[config.mk]
export PLATFORM = sky130hd
export DESIGN_NAME = drq_byte_pacer
export DESIGN_NICKNAME = d
export VERILOG_FILES = /design/src/rtl/pacer_pkg.sv /design/src/rtl/pacer_slot_timer.sv /design/src/rtl/pacer_sequencer.sv /design/src/rtl/pacer_edge_flag.sv /design/src/rtl/drq_byte_pacer.sv
export SDC_FILE = /design/constraint.sdc
export NUM_CORES = 1
export LEC_CHECK = 0
export BUFFER_PORTS_ARGS = -buffer_cell sky130_fd_sc_hd__buf_4
export CAP_MARGIN = 30
export CORE_UTILIZATION = 45
export DETAILED_ROUTE_END_ITERATION = 8
export GPL_ROUTABILITY_DRIVEN = 0
export SLEW_MARGIN = 20
export SYNTH_ARGS = -nofsm -noshare
export SYNTH_HDL_FRONTEND = slang
export SYNTH_HIERARCHICAL = 1
export SYNTH_SLANG_ARGS = --single-unit
[constraint.sdc]
create_clock -name clk -period 5.6 [get_ports clk]
set_clock_uncertainty 0.05 [all_clocks]
set_input_delay 0.56 -clock clk [delete_from_list [all_inputs] [get_ports clk]]
set_output_delay 0.56 -clock clk [all_outputs]
set_load 0.03 [all_outputs]
[src/rtl/pacer_pkg.sv]
package pacer_pkg;

    typedef enum logic {
        XFER_READ  = 1'b0,
        XFER_WRITE = 1'b1
    } xfer_dir_e;

    typedef enum logic {
        EDGE_RISE = 1'b0,
        EDGE_FALL = 1'b1
    } edge_kind_e;

    // Registered state of the interrupt edge flag.
    typedef struct packed {
        logic prev;
        logic flag;
    } flag_state_s;

endpackage

[src/rtl/pacer_slot_timer.sv]
module pacer_slot_timer #(
    parameter int SLOT_CYCLES = 1600,
    parameter int RAISE_AT    = 7
) (
    input  logic clk,
    input  logic rst_n,
    input  logic run_i,
    output logic raise_o,
    output logic slot_end_o
);
    localparam int CW = (SLOT_CYCLES > 2) ? $clog2(SLOT_CYCLES) : 1;
    localparam logic [CW-1:0] LAST  = CW'(SLOT_CYCLES - 1);
    localparam logic [CW-1:0] RAISE = CW'(RAISE_AT);

    typedef struct packed {
        logic [CW-1:0] cnt;
    } tmr_s;

    tmr_s tmr_d, tmr_q;

    always_comb begin
        tmr_d = tmr_q;
        if (!run_i) begin
            tmr_d.cnt = '0;
        end else if (tmr_q.cnt == LAST) begin
            tmr_d.cnt = '0;
        end else begin
            tmr_d.cnt = tmr_q.cnt + 1'b1;
        end
    end

    always_ff @(posedge clk) begin
        if (!rst_n) begin
            tmr_q <= '0;
        end else begin
            tmr_q <= tmr_d;
        end
    end

    assign raise_o    = run_i && (tmr_q.cnt == RAISE);
    assign slot_end_o = run_i && (tmr_q.cnt == LAST);

    AST_SLOT_RANGE: assert property (@(posedge clk) disable iff (!rst_n)
        tmr_q.cnt <= LAST);
    AST_IDLE_ZERO: assert property (@(posedge clk) disable iff (!rst_n)
        !run_i |=> (tmr_q.cnt == '0));

endmodule

[src/rtl/pacer_sequencer.sv]
module pacer_sequencer
    import pacer_pkg::*;
#(
    parameter int SECTOR_BYTES = 256
) (
    input  logic clk,
    input  logic rst_n,
    input  logic start_i,
    input  logic write_i,
    input  logic cpu_rd_i,
    input  logic cpu_wr_i,
    input  logic raise_i,
    input  logic slot_end_i,
    output logic busy_o,
    output logic drq_o,
    output logic lost_o,
    output logic done_o
);
    localparam int BW = $clog2(SECTOR_BYTES + 1);
    localparam logic [BW-1:0] FULL = BW'(SECTOR_BYTES);
    localparam logic [BW-1:0] ONE  = BW'(1);

    typedef struct packed {
        logic          busy;
        xfer_dir_e     dir;
        logic [BW-1:0] left;
        logic          drq;
        logic          lost;
        logic          done;
    } seq_s;

    seq_s seq_d, seq_q;
    logic take, miss, accept;

    always_comb begin
        seq_d      = seq_q;
        seq_d.done = 1'b0;
        take   = seq_q.drq && ((seq_q.dir == XFER_READ) ? cpu_rd_i : cpu_wr_i);
        miss   = seq_q.drq && slot_end_i && !take;
        accept = start_i && !seq_q.busy;

        if (!seq_q.busy) begin
            if (start_i) begin
                seq_d.busy = 1'b1;
                seq_d.dir  = write_i ? XFER_WRITE : XFER_READ;
                seq_d.left = FULL;
                seq_d.lost = 1'b0;
                seq_d.drq  = 1'b0;
            end
        end else if (take || miss) begin
            seq_d.drq  = 1'b0;
            seq_d.left = seq_q.left - ONE;
            if (miss) begin
                seq_d.lost = 1'b1;
            end
            if (seq_q.left == ONE) begin
                seq_d.busy = 1'b0;
                seq_d.done = 1'b1;
            end
        end else if (raise_i && !seq_q.drq) begin
            seq_d.drq = 1'b1;
        end
    end

    always_ff @(posedge clk) begin
        if (!rst_n) begin
            seq_q <= '0;
        end else begin
            seq_q <= seq_d;
        end
    end

    assign busy_o = seq_q.busy;
    assign drq_o  = seq_q.drq;
    assign lost_o = seq_q.lost;
    assign done_o = seq_q.done;

    AST_TAKE_DROPS: assert property (@(posedge clk) disable iff (!rst_n)
        take |=> !seq_q.drq);
    AST_LOW_GAP: assert property (@(posedge clk) disable iff (!rst_n)
        $fell(seq_q.drq) |=> !seq_q.drq);
    AST_LOST_STICKY: assert property (@(posedge clk) disable iff (!rst_n)
        (seq_q.lost && !accept) |=> seq_q.lost);
    AST_DONE_QUIET: assert property (@(posedge clk) disable iff (!rst_n)
        seq_q.done |-> (!seq_q.drq && !seq_q.busy));
    AST_START_IGNORED: assert property (@(posedge clk) disable iff (!rst_n)
        (seq_q.busy && start_i) |=> $stable(seq_q.dir));
    AST_NO_OVERFLOW: assert property (@(posedge clk) disable iff (!rst_n)
        seq_q.left <= FULL);

endmodule

[src/rtl/pacer_edge_flag.sv]
module pacer_edge_flag
    import pacer_pkg::*;
(
    input  logic clk,
    input  logic rst_n,
    input  logic drq_i,
    input  logic fall_sel_i,
    input  logic port_rd_i,
    input  logic en_i,
    output logic irq_o
);
    flag_state_s fs_d, fs_q;
    edge_kind_e  kind;
    logic        hit;

    always_comb begin
        kind = fall_sel_i ? EDGE_FALL : EDGE_RISE;
        hit  = (kind == EDGE_FALL) ? (fs_q.prev && !drq_i)
                                   : (!fs_q.prev && drq_i);
        fs_d      = fs_q;
        fs_d.prev = drq_i;
        if (hit) begin
            fs_d.flag = 1'b1;
        end else if (port_rd_i) begin
            fs_d.flag = 1'b0;
        end
    end

    always_ff @(posedge clk) begin
        if (!rst_n) begin
            fs_q <= '0;
        end else begin
            fs_q <= fs_d;
        end
    end

    assign irq_o = fs_q.flag && en_i;

    AST_EDGE_SETS: assert property (@(posedge clk) disable iff (!rst_n)
        hit |=> fs_q.flag);
    AST_PORT_CLEARS: assert property (@(posedge clk) disable iff (!rst_n)
        (fs_q.flag && port_rd_i && !hit) |=> !fs_q.flag);

endmodule

[src/rtl/drq_byte_pacer.sv]
module drq_byte_pacer #(
    parameter int CLK_MHZ      = 50,
    parameter int BYTE_US      = 32,
    parameter int GAP_CYCLES   = 8,
    parameter int SECTOR_BYTES = 256
) (
    input  logic clk,
    input  logic rst_n,
    input  logic xfer_start,
    input  logic xfer_write,
    input  logic data_rd,
    input  logic data_wr,
    input  logic port_rd,
    input  logic irq_en,
    input  logic edge_fall,
    output logic drq,
    output logic irq,
    output logic lost_data,
    output logic sector_done
);
    localparam int SLOT    = CLK_MHZ * BYTE_US;
    localparam int GAP_EFF = (GAP_CYCLES < 2) ? 2 : GAP_CYCLES;

    logic busy, raise, slot_end;

    pacer_slot_timer #(
        .SLOT_CYCLES(SLOT),
        .RAISE_AT   (GAP_EFF - 1)
    ) u_timer (
        .clk       (clk),
        .rst_n     (rst_n),
        .run_i     (busy),
        .raise_o   (raise),
        .slot_end_o(slot_end)
    );

    pacer_sequencer #(
        .SECTOR_BYTES(SECTOR_BYTES)
    ) u_seq (
        .clk       (clk),
        .rst_n     (rst_n),
        .start_i   (xfer_start),
        .write_i   (xfer_write),
        .cpu_rd_i  (data_rd),
        .cpu_wr_i  (data_wr),
        .raise_i   (raise),
        .slot_end_i(slot_end),
        .busy_o    (busy),
        .drq_o     (drq),
        .lost_o    (lost_data),
        .done_o    (sector_done)
    );

    pacer_edge_flag u_flag (
        .clk       (clk),
        .rst_n     (rst_n),
        .drq_i     (drq),
        .fall_sel_i(edge_fall),
        .port_rd_i (port_rd),
        .en_i      (irq_en),
        .irq_o     (irq)
    );

    AST_IDLE_NO_DRQ: assert property (@(posedge clk) disable iff (!rst_n)
        (!busy && !sector_done) |-> !drq);
    AST_STRAY_IGNORED: assert property (@(posedge clk) disable iff (!rst_n)
        (busy && !drq && !raise) |=> !drq);

endmodule

; ---- Yosys cells after proc, flatten, opt, wreduce, memory -nomap -nowiden
; Cells that the tools add are included.
[classes]
mux = 17
n_reduce_logical = 21
eq_ne = 6
add_sub_neg = 2
n_bitwise = 2
[ops]
columns = op, count
row1 = 1-bit two-way mux, 13
row2 = 13-bit two-way mux, 1
row3 = "11-bit by 1-bit adder with 11-bit output, second input constant", 1
row4 = "11-bit == test, second input constant", 1
row5 = "11-bit by 3-bit == test with 1-bit output, second input constant", 1
row6 = 11-bit two-way mux, 1
row7 = "9-bit by 1-bit == test with 1-bit output, second input constant", 1
row8 = 1-bit logical AND, 9
row9 = 9-bit two-way mux, 1
row10 = "9-bit by 1-bit subtractor with 9-bit output, second input constant", 1
row11 = 2-bit AND reduction, 3
row12 = 3-bit AND reduction, 2
row13 = "2-bit != test, second input constant", 2
row14 = 2-bit nonzero test, 2
row15 = 1-bit logical NOT, 3
row16 = "3-bit != test, second input constant", 1
row17 = 3-bit OR reduction, 1
row18 = 2-bit two-way mux, 1
row19 = 1-bit NOT, 2
row20 = 1-bit logical OR, 1
[totals]
ff_bits = 27
in_bits = 9

; ---- Depth between registers and ports, before layout
[logic_depth]
depth_word = 7
mapped_depth = 7
ltp_nobuf = 7

; ---- By module
; Netlist, hierarchy kept.
[by_module_without_submodules]
columns = mod, area_each_um2, cells_per_inst, seq_area_each_um2, n_inst
row1 = pacer_sequencer, 663.1, 74, 280.3, 1
row2 = pacer_slot_timer, 565.5, 62, 220.2, 1
row3 = pacer_edge_flag, 85.1, 8, 40.0, 1

; ---- Worst setup path after synthesis
; OpenSTA, ideal clock, no wires.
[synth_timing]
kind = register -> register
start = register u_timer/tmr_q[8] (netlist bit)
end = register u_seq/seq_q[11] (netlist bit)
period_less_slack_ps = 1832
path_stages_with_launch = 7
slack_ps = 3768
setup_ps = 74
arrival_ps = 1708
n_path_buf = 0
cell_sequence = dfxtp_1 or3_1 nor2_1 and4_1 o21ai_1 or3_1 a31oi_1
[synth_between]
elab_chain_len = 7
[synth_rtl]
columns = item, line_no
row1 = start: declaration, pacer_slot_timer.sv:19  ; tmr_s tmr_d, tmr_q;
row2 = start signal: assignment, pacer_slot_timer.sv:36  ; tmr_q <= tmr_d;
row3 = 11-bit == test, pacer_slot_timer.sv:41  ; assign slot_end_o = run_i && (tmr_q.cnt == LAST);
row4 = 1-bit logical AND, pacer_slot_timer.sv:41
row5 = named net slot_end, drq_byte_pacer.sv:24  ; logic busy, raise, slot_end;
row6 = 1-bit logical AND (2 in series), pacer_sequencer.sv:39  ; miss = seq_q.drq && slot_end_i && !take;
row7 = 1-bit logical OR, pacer_sequencer.sv:50  ; end else if (take || miss) begin
row8 = 2-bit != test (no source line), --
row9 = 2-bit AND reduction (no source line), --
row10 = end signal: assignment, pacer_sequencer.sv:69  ; seq_q <= seq_d;
row11 = end: declaration, pacer_sequencer.sv:32  ; seq_s seq_d, seq_q;
; The timed path passes the listed nets, and every way through them passes these cells.
; A chain may end at the register's enable or synchronous reset.

; ---- Final worst setup path
; Ends and elaborated chain as after synthesis.

==> metrics <==
Clock power frac=between 20 and 30%; hold path cells=3; setup repair bufs after CTS=0; worst hold path type=primary input to flop; Leakage=0.565 nW; Hold Buf Count CTS=0; Most common cell on crit path=or3_1; Skew-Pair Late Insertion Delay=between 0.3 and 0.4 ns; Max Buffers Root-to-Sink=2; peak supply drop=between 0.0001 and 0.00015 V; most common cell in the netlist=dfxtp_1; All-Layer GR Usage=between 10% and 20%; Slew Viols, Final=0; Ys Warns=6; Worst path slowest cell=or3_1; DP Worst Slack=3.60 ns; library cells used by synthesis=47; TNS Setup=0 ns; 1st-pass router iterations=4; top-area cell type share of the netlist area=41.1%; vias in the first global route=1,011; synthesized area per cell=between 9 and 10 um2; Slew @ Worst Pin=0.376 ns; Post-synth EDFFs=0; CP Cell Sequence=or3_1 > nor2_1 > and4_1 > o21ai_1 > or3_1 > a31oi_1; layout cells sized above 1=17.1%; Clock transition at path regs=0.15 ns; sequential-to-total area share from yosys stat=41.1%; Switch Pwr=0.0701 mW; wire length per cell=around 14 um; Max Freq=492 MHz; Fin. Hold Viols=0; RSZ-0062 raised after global routing=false; Nets=about 170; Tmin final=2.03 ns; Sw Ratio=23.5%; fin crit share=36.3%; Core ar.=between 2000 and 3000 um2; CP Launch Type=flop; cell row count=19; TritonCTS clock tree=yes; Crit path arrival time=2.25 ns; starting density of the core=47.6%; status=complete, no violations; kind of critical path=flop to flop; Vias=1,118; largest net degree at the start of global routing=16; Die Wd=about 56 um; Post-synth top flop=dfxtp_1; Synth Cell Area=1310 um2; Async S/R FF share, synth=0%; placed cell areas=about 1400 um2; crit path max fanout=7; final instance area=1460 um2; Max Cap Viol=0; combinational share of power=5.4%; max incr delay on CP=0.42 ns; P&R area growth vs syn=11.3%; first-pass GRT wire length=4680 um; final WL=2640 um; most frequent cells after synthesis=dfxtp_1, nor2_1, nand3_1; CTS H-tree depth=1; HP Start=xfer_write; TritonCTS buffer count=3; die area=3140 um2; CTS resizes=0; sequential cell fraction of total power=between 60% and 70%; DR vias/cell=~6; clk root buf=clkbuf_4; Synth Instances=144; CP endpoint kind=flop; FF-to-FF Start=u_timer/tmr_q[8]$_SDFF_PP0_; Residual DRC=0; PnR worst setup slack=around 3.6 ns; Synth area leader=dfxtp_1; GR Overflow Total=0; pwr/cell area=204 nW/um2; Detail Placement HPWL=approximately 1900 um; ANT cells=0; Top Ports=13; post-synth net total=156; fillcell total=261; DRT iter0 DRCs=66; synth top area cells=dfxtp_1, nor2_1, nand3_1; initial antenna violation count=0; worst reg2reg path depth=6; flop and latch count out of synthesis=27; Slew headroom=74.9%; internal cell power=0.228 mW; critical path required time=5.82 ns; die height=about 56 um; Final ANT Viol Nets=0; Finish-stage setup viols=0; port bufs=12; clock sink count=27; CP startpoint=u_timer/tmr_q[8]$_SDFF_PP0_
area by class of cell:
cell class	count	area (um2)	share of cell area [%]
multi-input combinational	108	739	50.6
clock inverter	1	5.00	0.342
timing repair buffer	12	90.1	6.16
tap	31	38.8	2.65
clock buffer	3	22.5	1.54
inverter	7	26.3	1.80
sequential	27	541	37.0
path summary, 6_finish.rpt:
kind | end | slack, ns
worst max-delay path | u_seq/seq_q[11]$_SDFFE_PN0P_ | 3.57
worst min-delay path | u_seq/seq_q[12]$_SDFFE_PN0P_ | 0.42
worst max register to register | u_seq/seq_q[11]$_SDFFE_PN0P_ | 3.57
worst min register to register | u_seq/seq_q[10]$_SDFFE_PN0P_ | 0.43
stage by stage:
step | cells | utilization, % | power, mW | hold WS, ns
after CTS | 189 | 53.0 | 0.304 | 0.405
after global routing | 189 | 53.0 | 0.312 | 0.399
after floorplan | 144 | - | 0.210 | 0.382
after detailed placement | 185 | 52.0 | 0.217 | 0.408
after global placement | 185 | 52.0 | 0.217 | 0.404
final | 189 | 53.0 | 0.298 | 0.418
cells by family (layout without fill, tap and decap cells):
| kind of cell | Yosys count | after routing | share of synthesized area [%] |
|---|---|---|---|
| simple gates | 65 | 65 | 29.9 |
| compound gates | 30 | 30 | 16.1 |
| mux | 4 | 4 | 3.43 |
| fa+ha+maj | 3 | 3 | 2.86 |
| buf+inv | 9 | 23 | 2.57 |
| flops | 27 | 27 | 41.1 |
| xor+xnor | 6 | 6 | 4.00 |
worst max-delay path: cells and delay by family, from the launching register on:
family / cells / cell delay (ns)
flip-flops: 1 / 0.38
AND/OR/NAND/NOR: 4 / 1.21
AO/OA/AOI/OAI: 2 / 0.34
layout by cell type, fill, tap and decap left out, types with 2 or more instances in the layout:
cell / synthesis / layout
inv_1: 7 / 7
xor2_1: 4 / 4
or3_1: 3 / 3
mux2i_1: 3 / 3
nand2_1: 4 / 4
nand2b_1: 4 / 4
a21oi_1: 5 / 5
dfxtp_1: 27 / 27
clkbuf_4: 0 / 3
o21ai_0: 5 / 5
nor2_1: 16 / 16
ha_1: 3 / 3
o31ai_1: 3 / 3
xnor2_1: 2 / 2
a31oi_1: 3 / 3
nor4b_1: 2 / 2
o2111ai_1: 2 / 2
buf_4: 0 / 12
o211ai_1: 3 / 3
and2_1: 2 / 2
nor3_1: 2 / 2
nand3_1: 9 / 9
and3_1: 5 / 5
nand4_1: 3 / 3
nor2b_1: 2 / 2
power by group through the flow:
stage	clock, mW	sequential [mW]	combinational [mW]
3_3_place_gp	0	0.201	0.0157
2_1_floorplan	0	0.200	0.00914
4_1_cts	0.0910	0.197	0.0162
5_1_grt	0.0966	0.198	0.0175
3_5_place_dp	0	0.201	0.0162
6_report	0.0851	0.197	0.0160
per-layer routing:
layer  wire [um]  part of all wire, %  global-route usage, %
met1        1400                   53                   28.0
met3          91                  3.4                   3.26
met5           0                    0                      0
met4          16                 0.61                   7.67
met2        1140                   43                   26.9
flip-flops by register name (all words and copies together) (netlist names):
register and cells:
u_timer/tmr_q 11, u_seq/done_o 1, u_seq/busy_o 1, u_seq/lost_o 1, u_flag/fs_q 2, u_seq/seq_q 10
u_seq/drq_o 1
No activity file was read; power rests on OpenSTA's default activity.
